--- config.mk ---
export PLATFORM = sky130hd
export DESIGN_NAME = svc_watchdog
export DESIGN_NICKNAME = d
export VERILOG_FILES = /design/src/rtl/wdog_pkg.sv /design/src/rtl/wdog_cfg.sv /design/src/rtl/wdog_span.sv /design/src/rtl/wdog_hold.sv /design/src/rtl/svc_watchdog.sv
export SDC_FILE = /design/constraint.sdc
export NUM_CORES = 1
export LEC_CHECK = 0
export BUFFER_PORTS_ARGS = -buffer_cell sky130_fd_sc_hd__buf_2
export CORE_UTILIZATION = 52
export DETAILED_ROUTE_END_ITERATION = 12
export PLACE_DENSITY_LB_ADDON = 0.15
export SYNTH_ARGS = -nofsm -noshare
export SYNTH_HDL_FRONTEND = slang
export SYNTH_SLANG_ARGS = --single-unit
--- constraint.sdc ---
create_clock -name clk -period 1.52 [get_ports clk]
set_input_delay 0.076 -clock clk [delete_from_list [all_inputs] [get_ports clk]]
set_output_delay 0.076 -clock clk [all_outputs]
set_load 0.1 [all_outputs]
--- src/rtl/wdog_pkg.sv ---
package wdog_pkg;

    localparam logic [4:0] WD_KEY = 5'b01100;

    typedef struct packed {
        logic       done;
        logic [1:0] sel;
        logic       mon;
    } wd_cfg_t;

    typedef struct packed {
        logic        active;
        logic [7:0]  cnt;
    } wd_hold_t;

endpackage

--- src/rtl/wdog_cfg.sv ---
module wdog_cfg
    import wdog_pkg::*;
(
    input  logic       clk,
    input  logic       rst_n,
    input  logic       accept,
    input  logic       wr_en,
    input  logic [7:0] wr_data,
    output wd_cfg_t    cfg,
    output logic       svc_ok,
    output logic       svc_bad
);

    wd_cfg_t cfg_d, cfg_q;
    logic    key_hit;

    always_comb begin
        cfg_d   = cfg_q;
        svc_ok  = 1'b0;
        svc_bad = 1'b0;
        key_hit = (wr_data[5:1] == WD_KEY);
        if (accept && wr_en) begin
            if (!cfg_q.done) begin
                if (key_hit) begin
                    cfg_d.done = 1'b1;
                    cfg_d.sel  = wr_data[7:6];
                    cfg_d.mon  = wr_data[0];
                end
            end else if (key_hit && (wr_data[7:6] == cfg_q.sel)) begin
                svc_ok = 1'b1;
            end else begin
                svc_bad = 1'b1;
            end
        end
    end

    always_ff @(posedge clk or negedge rst_n) begin
        if (!rst_n) begin
            cfg_q <= '{done: 1'b0, sel: 2'b11, mon: 1'b1};
        end else begin
            cfg_q <= cfg_d;
        end
    end

    assign cfg = cfg_q;

    // configuration is frozen once latched
    a_r3_cfg_frozen: assert property (@(posedge clk) disable iff (!rst_n)
        cfg_q.done |=> (cfg_q.done && $stable(cfg_q.sel) && $stable(cfg_q.mon)));

endmodule

--- src/rtl/wdog_span.sv ---
module wdog_span #(
    parameter int LOW_LIM = 2048,
    parameter int UP_BASE = 8192
) (
    input  logic       clk,
    input  logic       rst_n,
    input  logic       run,
    input  logic       svc_ok,
    input  logic [1:0] sel,
    output logic       early,
    output logic       late
);

    localparam int CNT_W = $clog2(UP_BASE * 8);

    logic [CNT_W-1:0] cnt_d, cnt_q;
    logic [CNT_W-1:0] top;

    always_comb begin
        top   = CNT_W'((32'(UP_BASE) << sel) - 32'd1);
        early = run && svc_ok && (cnt_q < CNT_W'(LOW_LIM));
        late  = run && !svc_ok && (cnt_q == top);
        if (!run || svc_ok || late) begin
            cnt_d = '0;
        end else begin
            cnt_d = cnt_q + 1'b1;
        end
    end

    always_ff @(posedge clk or negedge rst_n) begin
        if (!rst_n) begin
            cnt_q <= '0;
        end else begin
            cnt_q <= cnt_d;
        end
    end

    // the count never passes the selected upper limit
    a_r4_cnt_bounded: assert property (@(posedge clk) disable iff (!rst_n)
        cnt_q <= top);

endmodule

--- src/rtl/wdog_hold.sv ---
module wdog_hold
    import wdog_pkg::*;
#(
    parameter int HOLD_CYC = 16
) (
    input  logic clk,
    input  logic rst_n,
    input  logic off,
    input  logic trip,
    output logic fault
);

    localparam logic [7:0] LAST = 8'(HOLD_CYC - 1);

    wd_hold_t st_d, st_q;

    always_comb begin
        st_d = st_q;
        if (off) begin
            st_d = '0;
        end else if (st_q.active) begin
            if (st_q.cnt == LAST) begin
                st_d = '0;
            end else begin
                st_d.cnt = st_q.cnt + 8'd1;
            end
        end else if (trip) begin
            st_d.active = 1'b1;
            st_d.cnt    = '0;
        end
    end

    always_ff @(posedge clk or negedge rst_n) begin
        if (!rst_n) begin
            st_q <= '0;
        end else begin
            st_q <= st_d;
        end
    end

    assign fault = st_q.active;

    // no release before the hold has run its full length
    a_r8_hold_full: assert property (@(posedge clk) disable iff (!rst_n)
        (st_q.active && (st_q.cnt != LAST) && !off) |=> st_q.active);

endmodule

--- src/rtl/svc_watchdog.sv ---
module svc_watchdog
    import wdog_pkg::*;
#(
    parameter int LOW_LIM  = 2048,
    parameter int UP_BASE  = 8192,
    parameter int HOLD_CYC = 16
) (
    input  logic       clk,
    input  logic       rst_n,
    input  logic       wd_off,
    input  logic       wr_en,
    input  logic [7:0] wr_data,
    output logic       fault_n,
    output logic       mon_en
);

    wd_cfg_t cfg;
    logic    svc_ok, svc_bad, early, late, fault, accept, trip;

    assign accept = !wd_off && !fault;
    assign trip   = svc_bad || early || late;

    wdog_cfg u_cfg (
        .clk     (clk),
        .rst_n   (rst_n),
        .accept  (accept),
        .wr_en   (wr_en),
        .wr_data (wr_data),
        .cfg     (cfg),
        .svc_ok  (svc_ok),
        .svc_bad (svc_bad)
    );

    wdog_span #(.LOW_LIM(LOW_LIM), .UP_BASE(UP_BASE)) u_span (
        .clk    (clk),
        .rst_n  (rst_n),
        .run    (accept),
        .svc_ok (svc_ok),
        .sel    (cfg.sel),
        .early  (early),
        .late   (late)
    );

    wdog_hold #(.HOLD_CYC(HOLD_CYC)) u_hold (
        .clk   (clk),
        .rst_n (rst_n),
        .off   (wd_off),
        .trip  (trip),
        .fault (fault)
    );

    assign fault_n = !fault;
    assign mon_en  = cfg.mon;

    // disabling the block releases the fault output
    a_r10_off_clears: assert property (@(posedge clk) disable iff (!rst_n)
        wd_off |=> fault_n);

    // an early service always trips the fault
    a_r6_early_trips: assert property (@(posedge clk) disable iff (!rst_n)
        early |=> !fault_n);

    // writes during a fault leave the configuration alone
    a_r9_fault_ignores: assert property (@(posedge clk) disable iff (!rst_n)
        (!fault_n && wr_en) |=> $stable(mon_en));

endmodule

==> summary.md, run 1 <==
| Metric | Value |
|---|---|
| FMAX | `0.603 GHz` |
| Setup repair after global routing missed its margin | `true` |
| Syn Area/Cell | `9.82 um2` |
| Crit Path Class | `reg -> reg` |
| Number of global-route vias before repair | `1444` |
| Antenna violations before repair | `0` |
| Post-synthesis xor/xnor area fraction | `under 10%` |
| Worst Slack Setup Final | `-0.140 ns` |
| Hold path startpoint | `wr_data[4]` |
| CTS Buffer Depth | `2` |
| Overall power after layout | `1.71 mW` |
| Worst ir drop on vdd | `0.753 mV` |
| Sequence of cells on the critical path | `or3_4 -> nor3_4 -> a21oi_4 -> a21oi_4 -> a31oi_1` |
| Max capacitance violation total | `0` |
| Most common library cell in the layout ignoring fill and taps | `sky130_fd_sc_hd__buf_4` |
| H-tree levels | `2` |
| Library cell with the largest summed area after synthesis | `sky130_fd_sc_hd__dfrtp_1` |
| Largest net degree at the start of global routing | `30` |
| Final Skew | `0.0149 ns` |
| Vias per cell | `around 5.5` |
| Reg-to-reg critical path startpoint | `u_span.cnt_q[14]` |
| Share of synthesized area spent on multiplexers | `2.23%` |
| Placeable core area | `around 2800 um2` |
| Pwr dens | `between 800 and 900 nW/um2` |
| Number of detailed-route iterations in the first pass | `4` |
| Die span in y | `~56 um` |
| Number of synthesized flops with an enable pin | `0` |
| Endpoint of the worst hold-timing path | `u_cfg.cfg[3]` |
| Post-Place Setup Slack | `-0.131 ns` |
| Simple logic cell fraction of the synthesized area | `24.0%` |
| Count of mapped cells out of synthesis | `154` |
| Crit share post-route | `109%` |
| Share of the synthesized area in compound gates (AO/OA/AOI/OAI) | `12.0%` |
| Dominant combinational cell family by area after synthesis | `simple AND/OR/NAND/NOR gates` |
| Req. time, crit path | `roughly 1.7 ns` |
| Final #Nets | `~220` |
| Root Driver | `sky130_fd_sc_hd__clkbuf_4` |
| All-layer global routing usage | `25.0%` |
| Endpoint arrival time on the critical path | `roughly 1.9 ns` |
| Port-buffer cells | `13` |
| Share of async-settable or async-resettable flops after synthesis | `100%` |
| Dominant cell type by count on the critical path | `sky130_fd_sc_hd__a21oi_4` |
| Post-synth cell types | `38` |
| TNS Setup | `-2.58 ns` |
| Number of standard cells in the final layout excluding fillers | `240` |
| Initial Util | `between 50 and 60%` |
| Leading post-synthesis cells by cell area | `sky130_fd_sc_hd__dfrtp_1 (43%), sky130_fd_sc_hd__nor2_1 (5.7%), sky130_fd_sc_hd__dfstp_2 (5.2%)` |
| Post-route minimum period | `approximately 1.7 ns` |
| Fraction of layout cells with a size suffix above 1 | `38.3%` |
| Vias post-DR | `between 1k and 1.5k` |
| Relative slew slack | `~57%` |
| Top-area cell type share of the netlist area | `43.0%` |
| Horizontal die dimension | `55.9 um` |
| Worst Hold Depth | `3` |
| Wire length of the first global-routing pass | `6.02 mm` |
| Worst Hold Class | `in -> reg` |
| Largest fanout on the critical path | `8` |
| Worst reg2reg setup slack | `-0.14 ns` |
| Category of the worst setup path capture point | `register` |
| #FFs+latches synth | `29` |
| Synth Cell Area | `1510 um2` |
| Slew @ Worst Pin | `about 0.64 ns` |
| Total setup violations reported at the end of the flow | `24` |
| R2r endpoint | `u_hold.st_q[3]` |
| Result of the run | `complete, but fails checks` |
| Clock transition at the registers of the reported paths | `~0.11 ns` |
| Startpoint type of the worst setup path | `register` |
| Post-placement cell count | `~220` |
| Placed wire-length estimate after detailed placement | `2.34 mm` |
| Worst path max stage delay | `0.42 ns` |
| Net count of the mapped netlist | `between 150 and 200` |
| TritonCTS clock tree | `yes` |
| Final max-slew violation count | `0` |
| Crit path launch | `u_span.cnt_q[14]` |
| Number of DRC violations after detailed-routing iteration 0 | `50` |
| Residual antenna-violating net count after detailed routing | `0` |
| Wire length per cell | `14.3 um` |
| Number of top-level pins | `14` |
| Area share of fa/ha/maj cells after synthesis | `under 10%` |
| Row Count | `19` |
| Area enclosed by the die boundary | `3130 um2` |
| R2r worst-path depth | `5` |
| Number of diodes added for antenna fixing | `0` |
| P&R area growth vs syn | `35.3%` |
| Leakage component of the power | `0.960 nW` |
| Total gr overflow | `0` |
| Routability cong. | `roughly 0.8` |
| Highest-count cells in the layout ignoring fill and taps | `sky130_fd_sc_hd__buf_4 (30), sky130_fd_sc_hd__dfrtp_1 (25), sky130_fd_sc_hd__nor2_1 (19), sky130_fd_sc_hd__nand2_1 (13), sky130_fd_sc_hd__buf_2 (13)` |
| Most used flip-flop cell after synthesis | `sky130_fd_sc_hd__dfrtp_1` |
| Inserted Clock Buffers | `5` |
| Post-route DRC | `0` |
| Worst skew pair latency | `0.34 ns` |
| Post-synthesis sequential area ratio | `around half` |
| Clock sink count | `29` |
| Failing checks | `setup timing` |
| Final Hold Fails | `0` |
| Final wirelength | `~3.4 mm` |
| Critical-path cell with the highest stage delay | `sky130_fd_sc_hd__dfrtp_1` |
| Syn. warnings | `0` |
[per-stage QoR]
stage / hold slack, ns / util, % / instance area, um2
after global routing: 0.0687 / 74.2 / 2050
after global placement: 0.127 / 67.1 / 1850
final: 0.0603 / 74.2 / 2050
after floorplan: -0.220 / - / 1550
after CTS: 0.0287 / 72.9 / 2010
after detailed placement: 0.136 / 67.1 / 1850
[critical path, delay by kind of cell, from the launching register on]
family / cells / cell delay (ns)
AND/OR/NAND/NOR: 2 / 0.65
AO/OA/AOI/OAI: 3 / 0.48
flip-flops: 1 / 0.42
[power breakdown]
group | leakage (nW) | internal, mW | total (mW) | switching (mW)
logic | 0.542 | 0.169 | 0.385 | 0.216
registers | 0.387 | 0.823 | 0.866 | 0.0425
clock network | 0.0310 | 0.174 | 0.458 | 0.284
total | 0.960 | 1.17 | 1.71 | 0.542
[cells in the mapped netlist (2+ instances only)]
master,instances
sky130_fd_sc_hd__inv_1,4
sky130_fd_sc_hd__a31oi_1,6
sky130_fd_sc_hd__nand3_1,7
sky130_fd_sc_hd__o21ai_0,4
sky130_fd_sc_hd__nor2_1,23
sky130_fd_sc_hd__dfstp_2,3
sky130_fd_sc_hd__nand4_1,4
sky130_fd_sc_hd__xor2_1,9
sky130_fd_sc_hd__xnor2_1,8
sky130_fd_sc_hd__and3_1,7
sky130_fd_sc_hd__nand2_1,13
sky130_fd_sc_hd__mux2_2,3
sky130_fd_sc_hd__ha_1,2
sky130_fd_sc_hd__dfrtp_1,26
sky130_fd_sc_hd__a21oi_1,6
sky130_fd_sc_hd__nor3_1,4
sky130_fd_sc_hd__nand2b_1,3
sky130_fd_sc_hd__or3_1,2
[worst max path at each step]
stage / to / cells after the start / slack [ns]
after global routing: u_hold.st_q[3] / 5 / -0.19
after detailed placement: u_hold.st_q[3] / 6 / -0.13
final: u_hold.st_q[3] / 5 / -0.14
after CTS: u_hold.st_q[3] / 5 / -0.10
after floorplan: u_hold.st_q[7] / 5 / -0.001
after global placement: u_hold.fault / 5 / -0.04
[layout make-up]
| cell class | count | area [um2] |
|---|---|---|
| inverter | 4 | 15.0 |
| tap | 31 | 38.8 |
| fill | 197 | 711 |
| clock buffer | 5 | 37.5 |
| sequential | 29 | 731 |
| clock inverter | 3 | 17.5 |
| timing repair buffer | 49 | 362 |
| multi-input combinational | 119 | 846 |
[sequential cells by signal (all words and copies together), names as in the netlist]
register / count
u_span.cnt_q: 16
u_cfg.cfg: 4
u_hold.st_q: 8
u_hold.fault: 1
[metal layers]
metal	global-route usage [%]	routed length (um)	share of wire [%]
met1	28.3	1410	41
met3	6.51	106	3.1
met2	43.9	1840	54
met4	11.8	67	2.0
met5	0	0	0
[cells by family (layout without fill, tap and decap cells)]
group | after synthesis | after routing
and+or+nand+nor | 72 | 72
DFF | 29 | 29
AOI/OAI and AO/OA | 25 | 25
xor gates and xnor gates | 17 | 17
buffers and inverters | 6 | 61
muxes | 3 | 3
adders and majority gates | 2 | 2
[timing repair]
item / in CTS / in global routing
hold buffers: 4 / 0
buffers inserted: 3 / 2
setup endpoints to repair: 27 / 27
hold endpoints to repair: 29 / 0
pin swaps: 10 / 6
gates resized for setup: 8 / 8
Note: power is estimated with default switching activity, not from simulation.
==> run 2: changes to the inputs <==
Settings changed: ABC_AREA set to 1, CORE_UTILIZATION 52 to 53.
==> run 2 against run 1 <==
- the flow now finishes without violations
- first-iteration DRC count increased by 50%
- largest cell class unchanged
- clock skew down 0.012 ns
- sequential share of layout area fell by 0.15 points
==> summary.md, run 2 <==
| Metric | Value |
|---|---|
| Library cell with the largest summed area after synthesis | `sky130_fd_sc_hd__dfrtp_1` |
| Placed wire-length estimate after detailed placement | `between 2 and 2.5 mm` |
| Number of global-route vias before repair | `1327` |
| Most used flip-flop cell after synthesis | `sky130_fd_sc_hd__dfrtp_1` |
| Worst Hold Class | `in -> reg` |
| Reg-to-reg critical path startpoint | `u_cfg.cfg[1]` |
| Crit share post-route | `99.0%` |
| Highest-count cells in the layout ignoring fill and taps | `sky130_fd_sc_hd__nand2_1 (47), sky130_fd_sc_hd__inv_1 (30), sky130_fd_sc_hd__dfrtp_1 (26), sky130_fd_sc_hd__nand3_1 (17), sky130_fd_sc_hd__nor2_1 (16)` |
| Number of diodes added for antenna fixing | `0` |
| H-tree levels | `2` |
| Port-buffer cells | `13` |
| Sequence of cells on the critical path | `nand2_1 -> nand2_1 -> nand2_1 -> nand3_2 -> nor2_4 -> nor2_4 -> clkinv_4 -> a21oi_2` |
| Number of fillers in the final layout | `275` |
| P&R area growth vs syn | `19.4%` |
| Vias post-DR | `1495` |
| Startpoint type of the worst setup path | `register` |
| TritonCTS clock tree | `yes` |
| Share of total power consumed by net switching | `28.3%` |
| Category of the worst setup path capture point | `register` |
| Final wirelength | `3.47 mm` |
| Net count of the mapped netlist | `233` |
| Worst reg2reg setup slack | `0.02 ns` |
| Row Count | `20` |
| CTS Buffer Depth | `2` |
| Horizontal die dimension | `approximately 60 um` |
| Setup repair after global routing missed its margin | `true` |
| Crit Path Class | `reg -> reg` |
| Pwr dens | `705 nW/um2` |
| Antenna violations before repair | `0` |
| Clock sink count | `29` |
| Area enclosed by the die boundary | `3480 um2` |
| Wire length per cell | `11.6 um` |
| Endpoint arrival time on the critical path | `around 1.8 ns` |
| Initial Util | `56.3%` |
| Routability cong. | `0.825` |
| Vias per cell | `5.02` |
| Worst skew pair latency | `0.33 ns` |
| Number of top-level pins | `14` |
| Most repeated cell in the gate-level netlist after synthesis | `sky130_fd_sc_hd__nand2_1` |
| Crit path launch | `u_cfg.cfg[1]` |
| Post-route minimum period | `1.50 ns` |
| Wire length of the first global-routing pass | `5.55 mm` |
| Root Driver | `sky130_fd_sc_hd__clkbuf_4` |
| R2r endpoint | `u_span.cnt_q[14]` |
| Number of detailed-route iterations in the first pass | `4` |
| Final Hold Fails | `0` |
| Total buffers and inverters traversed by the critical path | `1` |
| Net Switching | `0.409 mW` |
| Final max-slew violation count | `0` |
| Count of mapped cells out of synthesis | `219` |
| Clock share of power | `31.0%` |
| Max capacitance violation total | `0` |
| Worst ir drop on vdd | `0.554 mV` |
| Syn. warnings | `0` |
| Post-synth cell types | `25` |
| Dominant cell type by count on the critical path | `sky130_fd_sc_hd__nand2_1` |
| Synth cell count leaders | `sky130_fd_sc_hd__nand2_1 (50), sky130_fd_sc_hd__inv_1 (34), sky130_fd_sc_hd__dfrtp_1 (26)` |
| Final Skew | `~0.0028 ns` |
| Leakage component of the power | `1.05 nW` |
| Largest fanout on the critical path | `6` |
| Endpoint of the worst hold-timing path | `u_cfg.cfg[3]` |
| Flip-flop count of the largest register after layout | `16` |
| Post-synthesis sequential area ratio | `a little over two fifths` |
| Die span in y | `59.0 um` |
| Total setup violations reported at the end of the flow | `0` |
| Critical-path cell with the highest stage delay | `sky130_fd_sc_hd__dfstp_2` |
| Most common library cell in the layout ignoring fill and taps | `sky130_fd_sc_hd__nand2_1` |
| Number of DRC violations after detailed-routing iteration 0 | `75` |
| Placeable core area | `roughly 3100 um2` |
| Worst path depth | `8` |
| Number of synthesized flops with an enable pin | `0` |
| Total gr overflow | `0` |
| Synth Cell Area | `between 1500 and 2000 um2` |
| Req. time, crit path | `1.78 ns` |
| Result of the run | `complete, no violations` |
| Leading post-synthesis cells by cell area | `sky130_fd_sc_hd__dfrtp_1 (38%), sky130_fd_sc_hd__nand2_1 (11%), sky130_fd_sc_hd__inv_1 (7.4%)` |
| Register ranked first by flip-flop count | `u_span.cnt_q` |
| #FFs+latches synth | `29` |
| TNS Setup | `0 ns` |
| Largest delay contributor family on the critical path | `simple AND/OR/NAND/NOR gates` |
| Inserted Clock Buffers | `5` |
| All-layer global routing usage | `21.5%` |
| Largest net degree at the start of global routing | `30` |
| Worst Hold Depth | `5` |
| Worst hold slack | `~0.086 ns` |
| Final #Nets | `about 270` |
| R2r worst-path depth | `8` |
| Relative slew slack | `57.5%` |
| Post-route DRC | `0` |
| FMAX | `about 0.66 GHz` |
| Hold path startpoint | `wr_en` |
| Syn Area/Cell | `7.85 um2` |
| Fraction of layout cells with a size suffix above 1 | `28.7%` |
| Comb power frac | `13.8%` |
| Top-area cell type share of the netlist area | `a little under two fifths` |
| Clock transition at the registers of the reported paths | `0.09 ns` |
| Residual antenna-violating net count after detailed routing | `0` |
| Share of async-settable or async-resettable flops after synthesis | `between 90% and 100%` |
| Internal portion of total power | `1.04 mW` |
| Share of total power in sequential cells | `55.2%` |
| Utilization of the core after routing | `between 60% and 70%` |
| Slew @ Worst Pin | `approximately 0.64 ns` |
| Worst path max stage delay | `0.57 ns` |
## run 2: cell types whose count changed in the layout (fill, tap and decap cells not counted), moves of 6 or more
| cell | before | now |
|---|---|---|
| sky130_fd_sc_hd__a31oi_1 | 6 | 0 |
| sky130_fd_sc_hd__nor2_2 | 4 | 13 |
| sky130_fd_sc_hd__xnor2_1 | 8 | 2 |
| sky130_fd_sc_hd__and3_1 | 7 | 0 |
| sky130_fd_sc_hd__buf_4 | 30 | 11 |
| sky130_fd_sc_hd__nand3_1 | 7 | 17 |
| sky130_fd_sc_hd__inv_1 | 4 | 30 |
| sky130_fd_sc_hd__nand2_1 | 13 | 47 |
| sky130_fd_sc_hd__nand4_1 | 4 | 15 |
## run 2: what timing repair did
| item | in CTS | in global routing |
|---|---|---|
| gates cloned | 0 | 2 |
| pin swaps | 0 | 15 |
| resized for setup | 2 | 22 |
| buffers inserted | 0 | 4 |
| hold buffers | 4 | 0 |
| setup endpoints to repair | 3 | 23 |
| endpoints found under the hold margin | 29 | 0 |
## run 2: kinds of logic after synthesis
family                     Yosys count  synth area share [%]
AOI/OAI and AO/OA                   10                  2.91
DFF                                 29                  42.4
and+or+nand+nor                    133                  39.4
muxes                                1                 0.655
xor gates and xnor gates             7                  3.57
buffers and inverters               37                  9.61
adders and majority gates            2                  1.46
## run 2: routing by layer
layer / up-vias / GRT usage [%] / share of wire, %
met5: - / 0 / 0
met4: 0 / 14.3 / 2.4
met3: 10 / 4.62 / 4.0
met2: 34 / 32.0 / 46
met1: 677 / 28.2 / 48
li1: 774 / - / -
## run 2: worst max-delay path by stage
| stage | end | slack (ns) |
|---|---|---|
| detailed placement | u_span.cnt_q[15] | 0.01 |
| global placement | u_span.cnt_q[15] | 0.04 |
| finish | u_span.cnt_q[14] | 0.02 |
| global route | u_span.cnt_q[14] | -0.07 |
| floorplan | u_hold.st_q[0] | -0.03 |
| CTS | u_span.cnt_q[15] | 0.002 |
## run 2: worst register-to-register path: stages (launching register included)
cell and delay, ns:
sky130_fd_sc_hd__dfstp_2 0.57, sky130_fd_sc_hd__nand2_1 0.08, sky130_fd_sc_hd__nand2_1 0.07, sky130_fd_sc_hd__nand2_1 0.06
sky130_fd_sc_hd__nand3_2 0.10, sky130_fd_sc_hd__nor2_4 0.07, sky130_fd_sc_hd__nor2_4 0.22, sky130_fd_sc_hd__clkinv_4 0.15
sky130_fd_sc_hd__a21oi_2 0.12
## run 2: cell type report
cell class,instances,area [um2],share of cell area [%]
clock buffers,8,48.8,2.38
inverters,35,143,6.95
multi-input cells,154,885,43.1
flip-flops and latches,29,729,35.5
well taps,44,55.1,2.68
repair buffers,27,183,8.90
repair inverters,1,8.76,0.427
## run 2: power groups by stage
stage	combinational, mW	clock [mW]	sequential [mW]
finish	0.200	0.448	0.799
global route	0.220	0.495	0.801
CTS	0.185	0.460	0.798
detailed placement	0.173	0	0.813
global placement	0.171	0	0.813
floorplan	0.123	0	0.810
## run 2: per-stage QoR
step	setup slack, ns	std cells	area, um2	total power, mW
after global routing	-0.0739	298	2050	1.52
after CTS	0.00193	292	1960	1.44
after global placement	0.0353	280	1860	0.984
after detailed placement	0.0144	280	1860	0.986
after floorplan	-0.0292	219	1730	0.933
final	0.0153	298	2050	1.45
